--- src/rtl/irqc_pkg.sv ---
package irqc_pkg;
  localparam int unsigned WORD_W = 32;
  typedef logic [WORD_W-1:0] word_t;
endpackage

--- src/rtl/irqc_rst_sync.sv ---
module irqc_rst_sync #(
  parameter int unsigned STAGES = 2
) (
  input  logic clk,
  input  logic rst_n_in,
  output logic rst_n_out
);
  logic [STAGES-1:0] sync_q;

  always_ff @(posedge clk or negedge rst_n_in) begin
    if (!rst_n_in) sync_q <= '0;
    else           sync_q <= {sync_q[STAGES-2:0], 1'b1};
  end

  assign rst_n_out = sync_q[STAGES-1];
endmodule

--- src/rtl/irqc_decode.sv ---
module irqc_decode
  import irqc_pkg::*;
#(
  parameter int unsigned       OFF_W     = 8,
  parameter logic [OFF_W-1:0]  RAISE_OFF = 8'h60,
  parameter logic [OFF_W-1:0]  ACK_OFF   = 8'h64
) (
  input  logic             wr_en,
  input  logic [OFF_W-1:0] wr_off,
  input  word_t            wr_data,
  output word_t            set_bits,
  output word_t            clr_bits
);
  logic hit_set, hit_clr;

  always_comb begin
    hit_set  = wr_en && (wr_off == RAISE_OFF);
    hit_clr  = wr_en && (wr_off == ACK_OFF);
    set_bits = hit_set ? wr_data : '0;
    clr_bits = hit_clr ? wr_data : '0;
  end
endmodule

--- src/rtl/irqc_event_map.sv ---
module irqc_event_map
  import irqc_pkg::*;
#(
  parameter int unsigned                  NUM_EVT   = 2,
  parameter logic [NUM_EVT*WORD_W-1:0]    EVT_MASKS = {32'h0000_0001, 32'h0000_0100}
) (
  input  logic [NUM_EVT-1:0] evt_pulse,
  output word_t              evt_bits
);
  word_t term [NUM_EVT];

  for (genvar g = 0; g < NUM_EVT; g++) begin : g_src
    assign term[g] = evt_pulse[g] ? EVT_MASKS[g*WORD_W +: WORD_W] : '0;
  end

  always_comb begin
    evt_bits = '0;
    for (int i = 0; i < NUM_EVT; i++) evt_bits = evt_bits | term[i];
  end
endmodule

--- src/rtl/irqc_status_reg.sv ---
module irqc_status_reg
  import irqc_pkg::*;
(
  input  logic  clk,
  input  logic  rst_n,
  input  word_t set_bits,
  input  word_t clr_bits,
  input  word_t evt_bits,
  output word_t status_d,
  output word_t status_q
);
  logic  upd_en;
  word_t status_r;

  always_comb begin
    upd_en   = |{set_bits, clr_bits, evt_bits};
    // set sources win over a clear of the same bit
    status_d = (status_r & ~clr_bits) | set_bits | evt_bits;
  end

  always_ff @(posedge clk or negedge rst_n) begin
    if (!rst_n)      status_r <= '0;
    else if (upd_en) status_r <= status_d;
  end

  assign status_q = status_r;
endmodule

--- src/rtl/irqc_signal.sv ---
module irqc_signal
  import irqc_pkg::*;
(
  input  logic  clk,
  input  logic  rst_n,
  input  logic  msi_en,
  input  word_t status_q,
  input  word_t status_d,
  output logic  irq_level,
  output logic  msi_pulse
);
  logic lvl_d, lvl_q, pls_d, pls_q;
  logic now_set, next_set;

  always_comb begin
    now_set  = |status_q;
    next_set = |status_d;
    lvl_d    = !msi_en && next_set;
    pls_d    = msi_en && !now_set && next_set;
  end

  always_ff @(posedge clk or negedge rst_n) begin
    if (!rst_n) begin
      lvl_q <= 1'b0;
      pls_q <= 1'b0;
    end else begin
      lvl_q <= lvl_d;
      pls_q <= pls_d;
    end
  end

  assign irq_level = lvl_q;
  assign msi_pulse = pls_q;
endmodule

--- src/rtl/intr_status_ctrl.sv ---
module intr_status_ctrl
  import irqc_pkg::*;
#(
  parameter int unsigned               OFF_W     = 8,
  parameter logic [OFF_W-1:0]          RAISE_OFF = 8'h60,
  parameter logic [OFF_W-1:0]          ACK_OFF   = 8'h64,
  parameter logic [OFF_W-1:0]          STAT_OFF  = 8'h24,
  parameter int unsigned               NUM_EVT   = 2,
  parameter logic [NUM_EVT*WORD_W-1:0] EVT_MASKS = {32'h0000_0001, 32'h0000_0100}
) (
  input  logic               clk,
  input  logic               rst_n,
  input  logic               wr_en,
  input  logic [OFF_W-1:0]   wr_off,
  input  logic [WORD_W-1:0]  wr_data,
  input  logic [OFF_W-1:0]   rd_off,
  output logic [WORD_W-1:0]  rd_data,
  input  logic [NUM_EVT-1:0] evt_pulse,
  input  logic               msi_en,
  output logic               irq_level,
  output logic               msi_pulse
);
  logic  rst_n_s;
  word_t set_bits, clr_bits, evt_bits, status_d, status_q;

  irqc_rst_sync #(.STAGES(2)) u_rst (
    .clk(clk), .rst_n_in(rst_n), .rst_n_out(rst_n_s)
  );

  irqc_decode #(.OFF_W(OFF_W), .RAISE_OFF(RAISE_OFF), .ACK_OFF(ACK_OFF)) u_dec (
    .wr_en(wr_en), .wr_off(wr_off), .wr_data(wr_data),
    .set_bits(set_bits), .clr_bits(clr_bits)
  );

  irqc_event_map #(.NUM_EVT(NUM_EVT), .EVT_MASKS(EVT_MASKS)) u_evt (
    .evt_pulse(evt_pulse), .evt_bits(evt_bits)
  );

  irqc_status_reg u_stat (
    .clk(clk), .rst_n(rst_n_s), .set_bits(set_bits), .clr_bits(clr_bits),
    .evt_bits(evt_bits), .status_d(status_d), .status_q(status_q)
  );

  irqc_signal u_sig (
    .clk(clk), .rst_n(rst_n_s), .msi_en(msi_en), .status_q(status_q),
    .status_d(status_d), .irq_level(irq_level), .msi_pulse(msi_pulse)
  );

  always_comb rd_data = (rd_off == STAT_OFF) ? status_q : '0;
endmodule

--- config.mk ---
export PLATFORM = sky130hd
export DESIGN_NAME = intr_status_ctrl
export DESIGN_NICKNAME = d
export VERILOG_FILES = /design/src/rtl/irqc_pkg.sv /design/src/rtl/irqc_rst_sync.sv /design/src/rtl/irqc_decode.sv /design/src/rtl/irqc_event_map.sv /design/src/rtl/irqc_status_reg.sv /design/src/rtl/irqc_signal.sv /design/src/rtl/intr_status_ctrl.sv
export SDC_FILE = /design/constraint.sdc
export NUM_CORES = 1
export LEC_CHECK = 0
export ABC_AREA = 1
export ABC_CLOCK_PERIOD_IN_PS = 1400
export BUFFER_PORTS_ARGS = -buffer_cell sky130_fd_sc_hd__buf_2
export CORE_AREA = 5 5 85 87
export CTS_BUF_LIST = sky130_fd_sc_hd__clkbuf_8
export DETAILED_ROUTE_END_ITERATION = 10
export DIE_AREA = 0 0 90 92
export PLACE_DENSITY = 0.93
export SLEW_MARGIN = 20
export SYNTH_ARGS = -nofsm -noshare
export SYNTH_HDL_FRONTEND = slang
export SYNTH_HIERARCHICAL = 1
export SYNTH_SLANG_ARGS = --single-unit
--- constraint.sdc ---
create_clock -name clk -period 1.4 [get_ports clk]
set_clock_uncertainty 0.1 [all_clocks]
set_input_delay 0.14 -clock clk [delete_from_list [all_inputs] [get_ports clk]]
set_output_delay 0.14 -clock clk [all_outputs]
set_load 0.02 [all_outputs]
==> flow_summary.yaml <==
clocking:
  cts-htree-levels: 2
  numCtsBuffers: 5
  cts_tree: "built"
  cts_buffer_depth: 2
  clk_latency_ps: 280
  cts.sinks: 36
  cts.clk_slew.worst_paths_ps: 70
  clockRootBuffer: "clkbuf_8"
route:
  wl_per_cell_um: 12.0
  via_count: 3039
  firstDrtPassIters: 5
  wirelength_um: 8000
  viasPerCell: 4.58
  drtAntennaViolNets: 0
  route.detailed.drc: 0
  drt-initial-drc-count: 74
setup_path:
  path_buf_inv: 3
  crit_chain: "buf_2 > nor2_2 > nand3_4 > buf_12 > nor3_2 > inv_1 > nand2_1 > nand2_1 > nor2_1 > nand2_1 > nor2_2 > nand2_1 > nor2_2 > nor2_1"
  crit_family: "simple AND/OR/NAND/NOR gates"
  critPathKind: "input pin to register"
  crit_top_cell: "nand2_1"
  crit_arrival_ps: 1660
  cp_slowest_cell: "buf_12"
  path_max_fanout: 24
  slowest_delay_ps: 210
  end_kind: "register"
  cp-start-kind: "input pin"
  critPathRequiredTime_ps: 1470
layout:
  diodes: 0
  final_area_um2: 4070
  layout-drive-gt1-share: 0.424
  utilization: 0.649
  finalNetCount: 643
  stdcell_count: 664
  synthToLayoutAreaGrowth_pct: 17.9
logic_synthesis:
  avgSynthCellArea_um2: 7.05
  synth_warnings: 6
  synthesis.area_um2: 3460
  synth_top_area_frac: 0.261
  synth_cells: 490
  synth_cell_type_count: 20
  yosys.area.top_type: "dfrtp_1"
  synth-seq-area-share: 0.261
  ys_ff_latch: 36
  yosys-top-cells-area: "dfrtp_1, nor3_2, nand2_1"
place:
  place.gp.congestion: 0.791
  place_ws_ps: -419
  dpl.hpwl_um: 6040
  port_buffers: 87
  placed_cell_area_um2: 3900
  place_inst: 652
global_routing:
  grt_use_met3: 0.0393
  grt_pass1_wl_um: 13500
  overflow: 0
  grt_usage: 0.190
  met1_usage: 0.204
  first_global_vias: 3190
  global_route.usage.met2: 0.369
  grt_start_max_net_pins: 35
  antenna_found_initial: 0
  busiest_layer: "met2"
worst_hold_path:
  worstHoldPathType: "input pin to async pin"
pwr:
  swShare: 0.278
  power.internal_w: 0.00149
  comb_power_share: 0.164
  power_w: 0.00207
  p_clk_frac: 0.329
  p_leak_nw: 2.18
  pwr-share-seq: 0.507
  switching_power_w: 0.000575
  ir_drop_uv: 317
  power.density_nw_per_um2: 507
sta:
  hold_viol: 0
  max_freq_ghz: 0.631
  period_needed_ps: 1580
  postLayoutSetupSlackWorst_ps: -184
  setup_violations: 2
  rsz0062_at_grt: "yes"
  period_share: 1.13
  drv_slew: 0
die:
  die_y_um: 92
  die-width_um: 90
  rows: 29
  dieArea_um2: 8280
  io_pins: 88
  core_area_um2: 6280
  start_util: 0.551
run_status:
  status: "finished with violations"
  violations: "setup timing"
job:
  cap_violations: 0
-- cells by family after synthesis --
group                  count (synthesis)  share of synthesized area
AND/OR/NAND/NOR                      298                      0.509
other                                  2                    0.00217
flip-flops                            36                      0.261
buffers and inverters                154                      0.228
-- per-stage QoR --
| step | TNS (ps) | hold slack, ps |
|---|---|---|
| finish | -360 | 68.1 |
| CTS | -174 | 60.8 |
| global placement | -722 | -174 |
| detailed placement | -830 | -173 |
| global route | -494 | 66.0 |
| floorplan | -220 | -256 |
-- sequential cells by signal, indices dropped and copies added (netlist names) --
signal / cells
u_sig/msi_pulse: 1
u_rst/sync_q: 2
u_sig/irq_level: 1
u_stat/status_q: 32
-- routing by layer --
layer  up-vias  wire length, um
met5         -                0
met4         0               90
met3         8              385
met2        74             4410
met1      1393             3110
li1       1564                -
-- synthesized netlist by cell type, drive strengths merged --
| library cell | n |
|---|---|
| nand3 | 3 |
| nor3 | 65 |
| dfrtp | 36 |
| inv | 107 |
| conb | 2 |
| nand4 | 1 |
| nand3b | 1 |
| nand2 | 119 |
| buf | 47 |
| nor2 | 109 |
-- area by class of cell --
cell class,count,area (um^2)
Clock buffer,5,68.8
Fill cell,550,2200
Inverter,107,402
Multi-Input combinational cell,329,1890
Sequential cell,36,901
Tap cell,77,96.3
Timing Repair Buffer,110,714
-- timing repair --
action,CTS,global route
endpoints found under the setup margin,2,2
hold endpoints to repair,5,0
gates resized for setup,3,1
buffers inserted,0,1
hold buffers,4,0
pin swaps,0,2
gates cloned,0,2
-- layout by cell type, fill, tap and decap left out --
cell             n
nand2_1        118
inv_1          105
buf_2           87
nor2_2          65
nor3_2          59
nor2_1          40
dfrtp_1         36
conb_1          31
buf_4           11
buf_12           6
clkbuf_8         5
nor2_4           4
dlygate4sd3_1    4
nor3_4           4
inv_2            2
nor3_1           2
nand2_2          1
clkbuf_16        1
buf_6            1
nand3_2          1
nand3_4          1
nand3b_4         1
nand4_1          1
nand3_1          1
-- worst paths after layout --
path	from	endpoint	slack (ps)	cells after the start
worst min-delay path	rst_n	u_rst/sync_q[0]	70	2
worst max-delay path	wr_off[4]	u_sig/irq_level	-180	14
worst min register to register	u_rst/sync_q[1]	u_stat/status_q[5]	180	1
min in group clk	wr_data[16]	u_stat/status_q[16]	180	6
worst max register to register	u_stat/status_q[13]	u_sig/irq_level	20	8
max in group asynchronous	u_rst/sync_q[1]	u_stat/status_q[8]	700	1
-- power groups by stage --
| stage | Combinational (W) | Sequential, W | Clock, W |
|---|---|---|---|
| finish | 0.000339 | 0.00105 | 0.000681 |
| detailed placement | 0.000324 | 0.00107 | 0 |
| floorplan | 0.000243 | 0.00108 | 0 |
| CTS | 0.000334 | 0.00105 | 0.000702 |
| global route | 0.000377 | 0.00105 | 0.000744 |
| global placement | 0.000311 | 0.00107 | 0 |
Note: power is estimated with default switching activity, not from simulation.
